### config.mk
export PLATFORM = sky130hd
export DESIGN_NAME = aux_sysctl_regs
export DESIGN_NICKNAME = d
export VERILOG_FILES = /design/src/rtl/aux_sysctl_pkg.sv /design/src/rtl/aux_access_dec.sv /design/src/rtl/aux_pwr_ctl.sv /design/src/rtl/aux_rd_mux.sv /design/src/rtl/aux_sysctl_regs.sv
export SDC_FILE = /design/constraint.sdc
export NUM_CORES = 1
export LEC_CHECK = 0
export ABC_AREA = 0
export BUFFER_PORTS_ARGS = -buffer_cell sky130_fd_sc_hd__buf_2
export CAP_MARGIN = 20
export CORE_ASPECT_RATIO = 0.6
export CORE_MARGIN = 2
export CORE_UTILIZATION = 50
export CTS_BUF_LIST = sky130_fd_sc_hd__clkbuf_8 sky130_fd_sc_hd__clkbuf_16
export DETAILED_ROUTE_END_ITERATION = 8
export PLACE_DENSITY_LB_ADDON = 0.12
export SLEW_MARGIN = 0
export SYNTH_ARGS = -nofsm -noshare
export SYNTH_HDL_FRONTEND = slang
export SYNTH_SLANG_ARGS = --single-unit
### constraint.sdc
create_clock -name clk -period 3.5 [get_ports clk]
set_clock_uncertainty 0.05 [all_clocks]
set_input_delay 0 -clock clk [delete_from_list [all_inputs] [get_ports clk]]
set_output_delay 0 -clock clk [all_outputs]
set_load 0.1 [all_outputs]
### src/rtl/aux_sysctl_pkg.sv
package aux_sysctl_pkg;
  localparam int NUM_REGS = 7;

  typedef enum logic [2:0] {
    SEL_CFG    = 3'd0,
    SEL_DIAG   = 3'd1,
    SEL_MODEM  = 3'd2,
    SEL_LED    = 3'd3,
    SEL_SYSCTL = 3'd4,
    SEL_AUX1   = 3'd5,
    SEL_AUX2   = 3'd6
  } reg_sel_e;

  // bit positions that neighbouring logic decodes
  localparam int CFG_PFEN_BIT  = 3;
  localparam int AUX1_TC_BIT   = 1;
  localparam int AUX2_OFF_BIT  = 0;
  localparam int AUX2_CLR_BIT  = 1;
  localparam int AUX2_PF_BIT   = 5;
  localparam int SYS_REQ_BIT   = 0;
  localparam logic [7:0] SYS_STAT_VAL = 8'h02;
endpackage

### src/rtl/aux_access_dec.sv
module aux_access_dec #(
  parameter int SEL_W = 3,
  parameter int OFF_W = 2,
  parameter int NREG  = 7
) (
  input  logic             acc_en,
  input  logic             acc_wr,
  input  logic [SEL_W-1:0] acc_sel,
  input  logic [OFF_W-1:0] acc_off,
  input  logic             blk,
  output logic [NREG-1:0]  wr_hit,
  output logic             rd_hit
);
  logic base_ok;
  assign base_ok = acc_en & ~blk & (acc_off == '0);
  assign rd_hit  = acc_en & ~acc_wr & ~blk;

  for (genvar i = 0; i < NREG; i++) begin : g_hit
    assign wr_hit[i] = base_ok & acc_wr & (acc_sel == SEL_W'(i));
  end
endmodule

### src/rtl/aux_pwr_ctl.sv
module aux_pwr_ctl
  import aux_sysctl_pkg::*;
#(
  parameter int REG_W = 8
) (
  input  logic             clk,
  input  logic             rst,
  input  logic             por,
  input  logic             aux2_we,
  input  logic [1:0]       aux2_wbits,
  input  logic             cfg_we,
  input  logic             cfg_pfen_wr,
  input  logic             cfg_pfen,
  input  logic             pwr_fail_in,
  output logic [REG_W-1:0] aux2_q,
  output logic             irq_o,
  output logic             shutdown_o
);
  logic             pf_prev;
  logic [REG_W-1:0] wr_val;
  logic [REG_W-1:0] aux2_n;
  logic             pfen_n;

  always_comb begin
    wr_val = '0;
    wr_val[1:0] = aux2_wbits;
    wr_val[AUX2_PF_BIT] = aux2_q[AUX2_PF_BIT];
    if (wr_val[AUX2_CLR_BIT]) begin
      wr_val = '0;
      wr_val[AUX2_OFF_BIT] = aux2_wbits[AUX2_OFF_BIT];
    end
    aux2_n = aux2_we ? wr_val : aux2_q;
    if (pwr_fail_in != pf_prev)
      aux2_n[AUX2_PF_BIT] = pwr_fail_in & cfg_pfen;
    pfen_n = cfg_we ? cfg_pfen_wr : cfg_pfen;
  end

  always_ff @(posedge clk) begin
    if (por) pf_prev <= 1'b0;
    else     pf_prev <= pwr_fail_in;
  end

  always_ff @(posedge clk) begin
    if (rst || por) begin
      aux2_q     <= '0;
      irq_o      <= 1'b0;
      shutdown_o <= 1'b0;
    end else begin
      aux2_q     <= aux2_n;
      irq_o      <= aux2_n[AUX2_PF_BIT] & pfen_n;
      shutdown_o <= aux2_we & wr_val[AUX2_OFF_BIT];
    end
  end
endmodule

### src/rtl/aux_rd_mux.sv
module aux_rd_mux
  import aux_sysctl_pkg::*;
#(
  parameter int SEL_W  = 3,
  parameter int OFF_W  = 2,
  parameter int DATA_W = 32,
  parameter int REG_W  = 8,
  parameter int LED_W  = 16
) (
  input  logic [SEL_W-1:0]  acc_sel,
  input  logic [OFF_W-1:0]  acc_off,
  input  logic [REG_W-1:0]  cfg_q,
  input  logic [REG_W-1:0]  diag_q,
  input  logic [REG_W-1:0]  modem_q,
  input  logic [LED_W-1:0]  led_q,
  input  logic [REG_W-1:0]  sysctl_q,
  input  logic [REG_W-1:0]  aux1_q,
  input  logic [REG_W-1:0]  aux2_q,
  output logic [DATA_W-1:0] rd_val
);
  always_comb begin
    rd_val = '0;
    if (acc_off == '0) begin
      case (acc_sel)
        SEL_CFG:    rd_val = DATA_W'(cfg_q);
        SEL_DIAG:   rd_val = DATA_W'(diag_q);
        SEL_MODEM:  rd_val = DATA_W'(modem_q);
        SEL_LED:    rd_val = DATA_W'(led_q);
        SEL_SYSCTL: rd_val = DATA_W'(sysctl_q);
        SEL_AUX1:   rd_val = DATA_W'(aux1_q);
        SEL_AUX2:   rd_val = DATA_W'(aux2_q);
        default:    rd_val = '0;
      endcase
    end
  end
endmodule

### src/rtl/aux_sysctl_regs.sv
module aux_sysctl_regs
  import aux_sysctl_pkg::*;
#(
  parameter int SEL_W  = 3,
  parameter int OFF_W  = 2,
  parameter int DATA_W = 32,
  parameter int REG_W  = 8,
  parameter int LED_W  = 16
) (
  input  logic              clk,
  input  logic              rst,
  input  logic              por,
  input  logic              acc_en,
  input  logic              acc_wr,
  input  logic [SEL_W-1:0]  acc_sel,
  input  logic [OFF_W-1:0]  acc_off,
  input  logic [DATA_W-1:0] acc_wdata,
  output logic [DATA_W-1:0] acc_rdata,
  input  logic              pwr_fail_in,
  output logic              irq_o,
  output logic              tc_pulse_o,
  output logic              shutdown_req_o,
  output logic              sysrst_req_o
);
  localparam int NREG = NUM_REGS;

  logic [NREG-1:0]   wr_hit;
  logic              rd_hit;
  logic [REG_W-1:0]  cfg_q, diag_q, modem_q, sysctl_q, aux1_q, aux2_q;
  logic [LED_W-1:0]  led_q;
  logic [DATA_W-1:0] rd_val;
  logic [REG_W-1:0]  wbyte;
  logic              wdata_unused;

  assign wbyte        = acc_wdata[REG_W-1:0];
  assign wdata_unused = ^acc_wdata[DATA_W-1:LED_W];

  aux_access_dec #(.SEL_W(SEL_W), .OFF_W(OFF_W), .NREG(NREG)) u_dec (
    .acc_en (acc_en),
    .acc_wr (acc_wr),
    .acc_sel(acc_sel),
    .acc_off(acc_off),
    .blk    (rst | por),
    .wr_hit (wr_hit),
    .rd_hit (rd_hit)
  );

  aux_pwr_ctl #(.REG_W(REG_W)) u_pwr (
    .clk        (clk),
    .rst        (rst),
    .por        (por),
    .aux2_we    (wr_hit[SEL_AUX2]),
    .aux2_wbits (wbyte[1:0]),
    .cfg_we     (wr_hit[SEL_CFG]),
    .cfg_pfen_wr(wbyte[CFG_PFEN_BIT]),
    .cfg_pfen   (cfg_q[CFG_PFEN_BIT]),
    .pwr_fail_in(pwr_fail_in),
    .aux2_q     (aux2_q),
    .irq_o      (irq_o),
    .shutdown_o (shutdown_req_o)
  );

  aux_rd_mux #(.SEL_W(SEL_W), .OFF_W(OFF_W), .DATA_W(DATA_W),
               .REG_W(REG_W), .LED_W(LED_W)) u_rd (
    .acc_sel (acc_sel),
    .acc_off (acc_off),
    .cfg_q   (cfg_q),
    .diag_q  (diag_q),
    .modem_q (modem_q),
    .led_q   (led_q),
    .sysctl_q(sysctl_q),
    .aux1_q  (aux1_q),
    .aux2_q  (aux2_q),
    .rd_val  (rd_val)
  );

  // registers cleared by the soft reset
  always_ff @(posedge clk) begin
    if (rst || por) begin
      cfg_q      <= '0;
      modem_q    <= '0;
      aux1_q     <= '0;
      tc_pulse_o <= 1'b0;
      acc_rdata  <= '0;
    end else begin
      if (wr_hit[SEL_CFG])   cfg_q   <= wbyte;
      if (wr_hit[SEL_MODEM]) modem_q <= wbyte;
      if (wr_hit[SEL_AUX1]) begin
        aux1_q              <= wbyte;
        aux1_q[AUX1_TC_BIT] <= 1'b0;
      end
      tc_pulse_o <= wr_hit[SEL_AUX1] & wbyte[AUX1_TC_BIT];
      if (rd_hit) acc_rdata <= rd_val;
    end
  end

  // registers kept across the soft reset
  always_ff @(posedge clk) begin
    if (por) begin
      diag_q       <= '0;
      led_q        <= '0;
      sysctl_q     <= '0;
      sysrst_req_o <= 1'b0;
    end else begin
      if (wr_hit[SEL_DIAG]) diag_q <= wbyte;
      if (wr_hit[SEL_LED])  led_q  <= acc_wdata[LED_W-1:0];
      if (wr_hit[SEL_SYSCTL] && wbyte[SYS_REQ_BIT]) sysctl_q <= SYS_STAT_VAL;
      sysrst_req_o <= !rst && wr_hit[SEL_SYSCTL] && wbyte[SYS_REQ_BIT];
    end
  end
endmodule

==> reports/qor.yml <==
outcome: "finished, final reports clean"
ios: 79
hold_viol_final: 0
cts.sink_count: 71
post-route-period-util: 0.481
grt_pass1_vias: 2370
fmax_ghz: 0.594
first_pass_iters: 4
synth_common_cells: "71 x dfxtp_1, 59 x nand2_1, 35 x nor2_1, 29 x mux2i_1, 19 x a21oi_1"
die_h_um: 64.4
setup_viol: 0
relSlewSlack: 0.432
ctsResizeCount: 0
p_total_uw: 1790
leakage_uw: 0.00161
setup.worst_path.start_class: "primary input"
overflow: 0
hold_class: "in2reg"
flow.area_growth_from_synthesis_pct: 20.9
gp_congestion: 0.819
endpoint_kind: "flop"
drt-initial-drc-count: 119
final_nets: 433
synth_most_common_cell: "dfxtp_1"
synth_seq_cells: 71
netlist_area_sq_um: 3040
grt_pass1_wl_mm: 12.3
cts-root-buf: "clkbuf_8"
insertion_delay_ns: 0.34
antenna_found_initial: 0
ys_seq_area_frac: 0.468
rsz0062_at_grt: "false"
cts_tree: "yes"
htree_num_levels: 3
place_inst: 442
core_area_sq_um: 5730
critPathKind: "in2reg"
dieArea_sq_um: 6740
port_buffers: 46
crit_required_ns: 3.70
yosysTopAreaCell: "dfxtp_1"
hpwl_mm: 4.91
max_cap_viol_count: 0
nFillCells: 528
layout_min_cycle_time_ns: 1.68
drtAntennaViolNets: 0
initial_core_util: 0.530
synth_top_area_share: 0.468
totalWireLength_mm: 7.52
path_max_fanout: 31
drc: 0
slew_violations: 0
post_drt_wl_per_cell_um: 15.8
cts_max_path_buffers: 2
synthFlopType: "dfxtp_1"
tightest_slew_ns: 0.849
fp.dieW_um: 105
numCtsBuffers: 9
syn_inst: 333
diodes: 0
max-vdd-ir-drop_v: 0.000286
synthArstFlopShare: 0
synth_cell_type_count: 46
path_clk_slew_ns: 0.08
synth_area_leaders: "dfxtp_1 47%, mux2i_1 9.6%, nand2_1 7.3%"
routed_via_density: 5.32
drive_gt1_frac: 0.200
final_cells: 475
grt_start_max_net_pins: 32
hold-worst-slack_ns: 0.0262
routed-via-count: 2527
finalSetupTns_ns: 0
powerDensity_nw_per_um2: 488
synth_edf_count: 0
avgSynthCellArea_sq_um: 9.12
yosysWarnings: 0
worstPathArrival_ns: 1.88
grt_usage: 0.240
rows: 21
## power breakdown
| group | switching (uW) | internal [uW] | leakage, uW |
|---|---|---|---|
| combinational | 134 | 37.7 | 0.000907 |
| sequential | 0.774 | 809 | 0.000572 |
| clock | 299 | 512 | 0.000130 |
## layer usage
| metal | share of wire | vias up | GRT usage |
|---|---|---|---|
| met5 | 0 | - | 0 |
| met4 | 0.0053 | 0 | 0.0467 |
| met3 | 0.081 | 6 | 0.0806 |
| met2 | 0.41 | 93 | 0.346 |
| met1 | 0.50 | 1188 | 0.349 |
| li1 | - | 1240 | - |
## cells in the final DEF, fill, tap and decap left out, types with 3 or more instances in the layout
cell type      count
dlygate4sd3_1     17
o21ai_0           14
nand3_1            4
clkbuf_8          11
nand2_1           59
o221ai_1           3
mux2_2             3
buf_2             46
a21oi_1           19
conb_1            16
buf_4              3
mux2i_1           29
nor2b_1            4
o2bb2ai_1          3
nor2_1            35
a22o_1             3
a22oi_1           12
and3_1             4
bufinv_16          3
dfxtp_1           71
## critical path, stage by stage
cell,delay (ns)
buf_2,0.29
or4b_4,0.74
a2111o_1,0.56
o31ai_1,0.29
## worst paths after layout
check	from	endpoint	slack, ns	depth (start not counted)
hold reg to reg	led_q[5]$_SDFFE_PP0P_	led_q[5]$_SDFFE_PP0P_	0.40	2
hold / removal	acc_off[1]	acc_rdata[3]$_SDFFE_PP0P_	0.03	3
setup reg to reg	cfg_q[3]$_SDFFE_PP0P_	acc_rdata[3]$_SDFFE_PP0P_	2.02	4
setup / recovery	por	acc_rdata[0]$_SDFFE_PP0P_	1.82	4
## registers in the layout (all words and copies together) (netlist names)
signal,flops
tc_pulse_o,1
u_pwr.shutdown_o,1
u_pwr.irq_o,1
cfg_q,8
acc_rdata,16
modem_q,8
sysrst_req_o,1
u_pwr.pf_prev,1
diag_q,8
u_pwr.aux2_q,2
sysctl_q,1
aux1_q,7
led_q,16
## what timing repair did
item / CTS / global route
endpoints found under the hold margin: 50 / 0
setup endpoints to repair: 0 / 0
hold buffers: 17 / 0
buffers inserted: 0 / 0
## stage by stage
stage          utilization  worst slack, ns  area (sq um)
2_1_floorplan            -             2.05          3090
3_3_place_gp         0.567             1.51          3250
3_5_place_dp         0.567             1.44          3250
4_1_cts              0.641             1.80          3670
5_1_grt              0.641             1.75          3670
6_report             0.641             1.82          3670
## cell type report
cell class / count / area [sq um] / area share
Multi-Input combinational cell: 241 / 1470 / 0.400
Sequential cell: 71 / 1420 / 0.387
Timing Repair Buffer: 66 / 423 / 0.115
Clock buffer: 11 / 151 / 0.0412
Clock inverter: 5 / 104 / 0.0283
Tap cell: 80 / 100 / 0.0272
Inverter: 1 / 3.75 / 0.00102
## kinds of logic after synthesis
family / synth area share
AO/OA/AOI/OAI: 0.133
multiplexers: 0.121
other: 0.00123
AND/OR/NAND/NOR: 0.207
XOR/XNOR: 0.00288
buffers and inverters: 0.0667
flip-flops: 0.468
Note: power is estimated with default switching activity, not from simulation.
